<file path="config.mk">
export PLATFORM = sky130hd
export DESIGN_NAME = win_watchdog
export DESIGN_NICKNAME = d
export VERILOG_FILES = /design/src/rtl/wwd_pkg.sv /design/src/rtl/wwd_prescaler.sv /design/src/rtl/wwd_regs.sv /design/src/rtl/wwd_guard.sv /design/src/rtl/win_watchdog.sv
export SDC_FILE = /design/constraint.sdc
export NUM_CORES = 1
export LEC_CHECK = 0
export ABC_AREA = 1
export BUFFER_PORTS_ARGS = -buffer_cell sky130_fd_sc_hd__buf_2
export CAP_MARGIN = 20
export CORE_AREA = 2 2 70 72
export DETAILED_ROUTE_END_ITERATION = 6
export DIE_AREA = 0 0 72 74
export PLACE_DENSITY_LB_ADDON = 0.15
export SYNTH_ARGS = -nofsm -noshare
export SYNTH_HDL_FRONTEND = slang
export SYNTH_SLANG_ARGS = --single-unit
</file>
<file path="constraint.sdc">
create_clock -name clk -period 1.9 [get_ports clk]
set_input_delay 0.095 -clock clk [delete_from_list [all_inputs] [get_ports clk]]
set_output_delay 0.095 -clock clk [all_outputs]
set_load 0.1 [all_outputs]
</file>
<file path="src/rtl/wwd_pkg.sv">
`timescale 1ns/1ps
package wwd_pkg;
    localparam int CNT_W = 7;
    localparam int TB_W  = 2;
    localparam logic [CNT_W-1:0] CNT_WARN = CNT_W'(1 << (CNT_W - 1));

    localparam logic [3:0] OFS_CTRL = 4'h0;
    localparam logic [3:0] OFS_CFG  = 4'h4;
    localparam logic [3:0] OFS_STAT = 4'h8;

    typedef enum logic [1:0] {
        WG_DISARMED = 2'd0,
        WG_ARMED    = 2'd1,
        WG_TRIP     = 2'd2
    } guard_state_e;
endpackage

</file>
<file path="src/rtl/wwd_prescaler.sv">
`timescale 1ns/1ps
module wwd_prescaler #(
    parameter int DIV_BASE = 4096
) (
    input  logic                     clk,
    input  logic                     rst_n,
    input  logic [wwd_pkg::TB_W-1:0] tb,
    output logic                     tick
);
    localparam int PW     = $clog2(DIV_BASE * 8);
    localparam int SPAN_W = PW + 1;

    logic [PW-1:0]     pre_q;
    logic [SPAN_W-1:0] span;
    logic [PW-1:0]     limit;

    always_comb begin
        span  = SPAN_W'(DIV_BASE) << tb;
        limit = PW'(span - SPAN_W'(1));
    end

    assign tick = (pre_q >= limit);

    always_ff @(posedge clk) begin
        if (!rst_n)    pre_q <= '0;
        else if (tick) pre_q <= '0;
        else           pre_q <= pre_q + PW'(1);
    end

    // two steps never come on back-to-back cycles (DIV_BASE >= 2)
    assert_tick_spacing_R2: assert property (@(posedge clk) disable iff (!rst_n)
        tick |=> !tick);
endmodule

</file>
<file path="src/rtl/wwd_regs.sv">
`timescale 1ns/1ps
module wwd_regs #(
    parameter int DATA_W = 32,
    parameter int ADDR_W = 4
) (
    input  logic                         clk,
    input  logic                         rst_n,
    input  logic                         bus_valid,
    input  logic                         bus_write,
    input  logic [ADDR_W-1:0]            bus_addr,
    input  logic [wwd_pkg::CNT_W+2:0]    wr_bits,
    input  logic                         tick,
    input  logic                         active,
    output logic                         ctrl_wr,
    output logic [wwd_pkg::CNT_W-1:0]    cnt,
    output logic [wwd_pkg::CNT_W-1:0]    window,
    output logic [wwd_pkg::TB_W-1:0]     tb,
    output logic [DATA_W-1:0]            rdata,
    output logic                         irq
);
    import wwd_pkg::*;

    logic cfg_wr, stat_wr;
    logic ewi_en, flag;

    assign ctrl_wr = bus_valid && bus_write && (bus_addr == ADDR_W'(OFS_CTRL));
    assign cfg_wr  = bus_valid && bus_write && (bus_addr == ADDR_W'(OFS_CFG));
    assign stat_wr = bus_valid && bus_write && (bus_addr == ADDR_W'(OFS_STAT));

    always_ff @(posedge clk) begin
        if (!rst_n)       cnt <= '1;
        else if (ctrl_wr) cnt <= wr_bits[CNT_W-1:0];
        else if (tick)    cnt <= cnt - CNT_W'(1);
    end

    always_ff @(posedge clk) begin
        if (!rst_n) begin
            window <= '1;
            tb     <= '0;
            ewi_en <= 1'b0;
        end else if (cfg_wr) begin
            window <= wr_bits[CNT_W-1:0];
            tb     <= wr_bits[CNT_W +: TB_W];
            ewi_en <= ewi_en | wr_bits[CNT_W+TB_W];
        end
    end

    always_ff @(posedge clk) begin
        if (!rst_n)
            flag <= 1'b0;
        else if (tick && !ctrl_wr && cnt == CNT_WARN + CNT_W'(1))
            flag <= 1'b1;
        else if (stat_wr && !wr_bits[0])
            flag <= 1'b0;
    end

    assign irq = flag & ewi_en;

    always_comb begin
        rdata = '0;
        if (bus_addr == ADDR_W'(OFS_CTRL))
            rdata = {{(DATA_W-CNT_W-1){1'b0}}, active, cnt};
        else if (bus_addr == ADDR_W'(OFS_CFG))
            rdata = {{(DATA_W-CNT_W-TB_W-1){1'b0}}, ewi_en, tb, window};
        else if (bus_addr == ADDR_W'(OFS_STAT))
            rdata = {{(DATA_W-1){1'b0}}, flag};
    end

    // a control write loads the written count
    assert_load_R3: assert property (@(posedge clk) disable iff (!rst_n)
        ctrl_wr |=> cnt == $past(wr_bits[CNT_W-1:0]));
    // stepping into the warning value sets the flag
    assert_warn_set_R9: assert property (@(posedge clk) disable iff (!rst_n)
        (tick && !ctrl_wr && cnt == CNT_WARN + CNT_W'(1)) |=> flag);
    // the warning enable is sticky
    assert_ewi_sticky_R10: assert property (@(posedge clk) disable iff (!rst_n)
        ewi_en |=> ewi_en);
    // writing 1 to the flag never clears it
    assert_flag_w1_R11: assert property (@(posedge clk) disable iff (!rst_n)
        (flag && stat_wr && wr_bits[0]) |=> flag);
endmodule

</file>
<file path="src/rtl/wwd_guard.sv">
`timescale 1ns/1ps
module wwd_guard (
    input  logic                      clk,
    input  logic                      rst_n,
    input  logic                      ctrl_wr,
    input  logic                      wr_act,
    input  logic                      wr_t6,
    input  logic                      tick,
    input  logic [wwd_pkg::CNT_W-1:0] cnt,
    input  logic [wwd_pkg::CNT_W-1:0] window,
    output logic                      active,
    output logic                      rst_req
);
    import wwd_pkg::*;

    guard_state_e state_q, state_d;
    logic early, swrst, roll, fire;

    always_comb begin
        early = ctrl_wr && (cnt > window);
        swrst = ctrl_wr && !wr_t6;
        roll  = tick && !ctrl_wr && (cnt == CNT_WARN);
        fire  = early || swrst || roll;
    end

    always_comb begin
        state_d = state_q;
        unique case (state_q)
            WG_DISARMED: begin
                if (ctrl_wr && wr_act)
                    state_d = wr_t6 ? WG_ARMED : WG_TRIP;
            end
            WG_ARMED: begin
                if (fire) state_d = WG_TRIP;
            end
            WG_TRIP: begin
                state_d = WG_ARMED;
            end
            default: state_d = WG_DISARMED;
        endcase
    end

    always_ff @(posedge clk) begin
        if (!rst_n) state_q <= WG_DISARMED;
        else        state_q <= state_d;
    end

    always_comb begin
        active  = (state_q != WG_DISARMED);
        rst_req = (state_q == WG_TRIP);
    end

    // the reset request never lasts two cycles
    assert_single_pulse_R12: assert property (@(posedge clk) disable iff (!rst_n)
        rst_req |=> !rst_req);
    // arming is permanent until system reset
    assert_arm_sticky_R4: assert property (@(posedge clk) disable iff (!rst_n)
        active |=> active);
    // rollover while armed gives a request
    assert_rollover_R5: assert property (@(posedge clk) disable iff (!rst_n)
        (active && !rst_req && tick && !ctrl_wr && cnt == CNT_WARN) |=> rst_req);
    // early reload while armed gives a request
    assert_early_R6: assert property (@(posedge clk) disable iff (!rst_n)
        (active && !rst_req && ctrl_wr && cnt > window) |=> rst_req);
    // disarmed and untouched stays quiet
    assert_quiet_R8: assert property (@(posedge clk) disable iff (!rst_n)
        (!active && !ctrl_wr) |=> !rst_req);
endmodule

</file>
<file path="src/rtl/win_watchdog.sv">
`timescale 1ns/1ps
module win_watchdog #(
    parameter int DIV_BASE = 4096,
    parameter int DATA_W   = 32,
    parameter int ADDR_W   = 4
) (
    input  logic              clk,
    input  logic              rst_n,
    input  logic              bus_valid,
    input  logic              bus_write,
    input  logic [ADDR_W-1:0] bus_addr,
    input  logic [DATA_W-1:0] bus_wdata,
    output logic [DATA_W-1:0] bus_rdata,
    output logic              sys_rst_req,
    output logic              early_irq
);
    import wwd_pkg::*;

    localparam int WB = CNT_W + TB_W + 1;

    logic                ctrl_wr, tick, active;
    logic [CNT_W-1:0]    cnt, window;
    logic [TB_W-1:0]     tb;
    logic                unused_hi;

    assign unused_hi = &{1'b0, bus_wdata[DATA_W-1:WB]};

    wwd_prescaler #(.DIV_BASE(DIV_BASE)) u_pre (
        .clk  (clk),
        .rst_n(rst_n),
        .tb   (tb),
        .tick (tick)
    );

    wwd_regs #(.DATA_W(DATA_W), .ADDR_W(ADDR_W)) u_regs (
        .clk      (clk),
        .rst_n    (rst_n),
        .bus_valid(bus_valid),
        .bus_write(bus_write),
        .bus_addr (bus_addr),
        .wr_bits  (bus_wdata[WB-1:0]),
        .tick     (tick),
        .active   (active),
        .ctrl_wr  (ctrl_wr),
        .cnt      (cnt),
        .window   (window),
        .tb       (tb),
        .rdata    (bus_rdata),
        .irq      (early_irq)
    );

    wwd_guard u_guard (
        .clk    (clk),
        .rst_n  (rst_n),
        .ctrl_wr(ctrl_wr),
        .wr_act (bus_wdata[CNT_W]),
        .wr_t6  (bus_wdata[CNT_W-1]),
        .tick   (tick),
        .cnt    (cnt),
        .window (window),
        .active (active),
        .rst_req(sys_rst_req)
    );
endmodule

</file>
==> run summary <==
The number of nets still failing antenna checks after routing came out at 0. The tools report the maximum clock path buffer count as 2. The instance count along the most critical hold path came out at 3. IR analysis of the VDD net gives a maximum drop of 395.8 uV.

The die area is 0.005328 sq mm, and the total number of placement rows is 25. The final weighted congestion in routability-driven placement is 0.8071. Across the routed clock network, the largest skew measured is 7.697 ps. The width of the die works out to 72 microns. Leaving out fill and tap cells, the most frequent cell in the layout is nand2_1. By area the synthesized netlist is led by dfxtp_1 (32%), buf_4 (8.2%), nand2_1 (7.7%), ha_1 (7.4%), inv_1 (6.3%). The tools report the hold violation total from the final report as 0.

CTS clock-pin slew for the worst setup and hold paths: 80 ps. Launch instance of the worst min-delay path: bus_wdata[3]. For the required time of the critical path, the log shows 2100 ps. TritonCTS built the clock tree.

The total number of vias came out at 1,836. Using the TritonRoute via totals, the vias-per-cell ratio works out to 4.756. Summed over all layers, the global routing overflow is 0. The final critical-path required period was 1746 ps. Setup violations remaining at the end of the flow were counted as 0. In the global route stage, overall resource usage came out at 18.62%. The finished layout holds 386 standard cells, fillers aside. The layout cell share with drive strength beyond 1 came out at 20.18%.

The maximum fanout count along the critical path was 6. The initial utilization of the core area, before any placement, comes to 47.59%. The height of the die was 74 microns.

Number of DRC markers after the initial detailed-route iteration: 56. The combined buffer and inverter count along the critical path works out to 1. For the sequential cell area fraction in the yosys report, the log shows 32.02%. Timing-limited maximum frequency: 572.7 MHz.

The tools report the number of design rule violations left after detail routing as 0. The actual slew at the worst max-slew pin was 511.3 ps; the mean instance size in the synthesized netlist was 7.368 sq um. The detailed-router iteration count before antenna repair came out at 4. The share of the synthesized area in the top cell type is 32.02%. The fraction of registers with async set or reset after synthesis is 0%. Cell at the root of the clock tree: clkbuf_8. Setup repair after global routing left no endpoint under its margin. Entering global routing, the biggest net connects 16 pins. Counting every instance in the synthesized netlist gives 297.

Adding up every negative setup slack in the final design gives 0 ps. The relative slew slack was 65.88%. Clock tree synthesis found a total of 35 sinks. The most used flip-flop cell after synthesis is dfxtp_1. The count of flip-flops with a built-in enable after synthesis was 0; the number of pins with negative max-slew slack in the final report was 0. After floorplanning, the core was sized to cover 0.004598 sq mm.

The number of I/O port buffers works out to 29. Of the available clock period, the critical path in the final layout requires 91.91%. The logs give 0 for the total of warnings raised by yosys and 0 for the number of antenna violations at the first check in global routing. For this block, the routed nets add up to 4508 microns of wire. In this run the number of H-tree levels came out at 2. Total power per unit cell area: 707.6 mW/mm^2. The clock reaches the later pin of the worst-skew pair after 290 ps. Traced cell by cell, the critical path runs through inv_1 > ha_1 > a21oi_1 > nor2_1 > nor2_2 > nand3_4 > nor2_4 > nand2_1 > o211ai_1.

Buffers inserted during clock tree synthesis total 5. The net count of the finished layout is 384. The run gives 1,761 as the via count of the first global-routing pass. Counting distinct cell types in the post-synthesis netlist gives 33.

After detailed routing, the average wire length per cell comes to 11.68 microns. The flow ran to the end, and the final reports show no timing, DRC or antenna violations. The path with the worst hold slack has its endpoint at u_regs.cnt[3]$_SDFFE_PN1P_. The sort of element at the end of the critical path was a register. Among all stages on the critical path, the largest delay is contributed by dfxtp_1. The tools report the antenna diode instance count as 0.

The library cells used most frequently in the layout, excluding fill and tap cells, are nand2_1 (45), inv_1 (37), dfxtp_1 (35). Counting flops and latches in the post-synthesis netlist gives 35. The endpoint identified for the worst register-to-register timing path is u_regs.cnt[0]$_SDFFE_PN1P_. The HPWL after detailed placement was 3453 microns. Fill cells in the final layout number 458. On the critical path the largest part of the delay comes from simple AND/OR/NAND/NOR gates. The startpoint identified for the worst register-to-register timing path is u_regs.tb[1]$_SDFFE_PN0P_.

For the worst setup path, the data arrival time is 1940 ps. The mapped netlist covers 0.002188 sq mm. The path class of the lowest-slack min-delay path was primary input to register. On the worst path, the slowest cell contributes a delay of 350 ps. STA classifies the critical path startpoint as a register. Max-cap violations in this run came to 0.

The worst register-to-register path has a depth of 9. The register-to-register setup slack is 150 ps, and the leakage power is 1.257 nW. The first global-routing pass estimated 7817 microns of wire. Relative to the synthesized area, the layout overhead comes to 17.84%. 74 I/O pins were placed. Summed over all instances, the cell type with the most area after synthesis is dfxtp_1.

The run gives 378 as the total instance count after detailed placement. The critical path class is register to register. On the final layout, the worst hold slack is 44.37 ps.
worst min-delay path, delay by kind of cell:
kind,cells,cell delay (ps)
buf+inv,1,90
simple gates,2,120
synth_stat cells (3+ instances only):
| cell | count |
|---|---|
| nand2_1 | 45 |
| inv_1 | 37 |
| dfxtp_1 | 35 |
| nor2_1 | 29 |
| buf_4 | 24 |
| a21oi_1 | 23 |
| ha_1 | 13 |
| nand3_1 | 13 |
| o21ai_0 | 13 |
| nand2_2 | 6 |
| o211ai_1 | 6 |
| o22ai_1 | 6 |
| xor2_1 | 6 |
| nand4_1 | 5 |
| xnor2_1 | 5 |
| nor2_2 | 4 |
| nor2_4 | 3 |
| nor3_1 | 3 |
routing by layer:
| layer | global-route usage (%) | vias up | routed length (microns) |
|---|---|---|---|
| li1 | - | 995 | - |
| met1 | 23.93 | 810 | 2165 |
| met2 | 32.10 | 27 | 2172 |
| met3 | 3.252 | 4 | 131 |
| met4 | 5.870 | 0 | 38 |
| met5 | 0 | - | 0 |
sequential cells by signal (all words and copies together), names as in the netlist:
signal	count
u_regs.cnt	7
u_regs.tb	2
u_regs.ewi_en	1
u_pre.pre_q	15
u_regs.flag	1
u_guard.state_q	2
u_regs.window	7
cell type report:
cell class / count / area, sq um / share of cell area [%]
clock buffer: 5 / 68.82 / 2.669
clock inverter: 3 / 43.79 / 1.698
inverter: 42 / 160.2 / 6.211
multi-input combinational: 216 / 1239 / 48.04
sequential: 35 / 700.7 / 27.17
tap: 54 / 67.56 / 2.620
timing repair buffer: 31 / 299.0 / 11.60
cell families (layout without fill, tap and decap cells):
kind of cell	count (synthesis)	count (layout)	synth area share, %
buf+inv	67	81	15.72
compound gates	52	52	13.38
simple gates	118	118	26.87
fa+ha+maj	13	13	7.433
xor+xnor	11	11	4.402
flops	35	35	32.02
other cells	1	22	0.1714
report_power, final:
group | leakage [nW] | internal, mW | total [mW] | switching [mW]
logic | 0.916 | 0.0698 | 0.389 | 0.319
clock network | 0.0581 | 0.391 | 0.684 | 0.293
registers | 0.283 | 0.744 | 0.752 | 0.00878
through the flow:
| step | power (mW) | instance area (sq um) | util, % | setup slack, ps |
|---|---|---|---|---|
| 2_1_floorplan | 1.119 | 2271 | - | -385.8 |
| 3_3_place_gp | 1.156 | 2450 | 53.28 | 83.46 |
| 3_5_place_dp | 1.156 | 2450 | 53.28 | 8.036 |
| 4_1_cts | 1.837 | 2567 | 55.84 | 56.25 |
| 5_1_grt | 1.894 | 2579 | 56.08 | 10.66 |
| 6_report | 1.825 | 2579 | 56.08 | 153.7 |
timing repair:
item | CTS | global route
setup buffers | 0 | 0
cloned | 0 | 0
endpoints found under the setup margin | 3 | 13
hold endpoints to repair | 0 | 0
hold buffers | 0 | 0
resized for setup | 1 | 3
worst max path at each step:
stage,from,end,slack (ps),depth (start not counted)
2_1_floorplan,bus_addr[1],bus_rdata[1],-390,5
3_3_place_gp,u_regs.tb[1]$_SDFFE_PN0P_,u_regs.cnt[2]$_SDFFE_PN1P_,80,9
5_1_grt,u_regs.tb[1]$_SDFFE_PN0P_,u_regs.cnt[0]$_SDFFE_PN1P_,10,9
6_report,u_regs.tb[1]$_SDFFE_PN0P_,u_regs.cnt[0]$_SDFFE_PN1P_,150,9
4_1_cts,u_regs.tb[1]$_SDFFE_PN0P_,u_regs.cnt[0]$_SDFFE_PN1P_,60,9
3_5_place_dp,u_regs.tb[1]$_SDFFE_PN0P_,u_regs.cnt[1]$_SDFFE_PN1P_,8,9
Power figures use the tool's default switching activity.
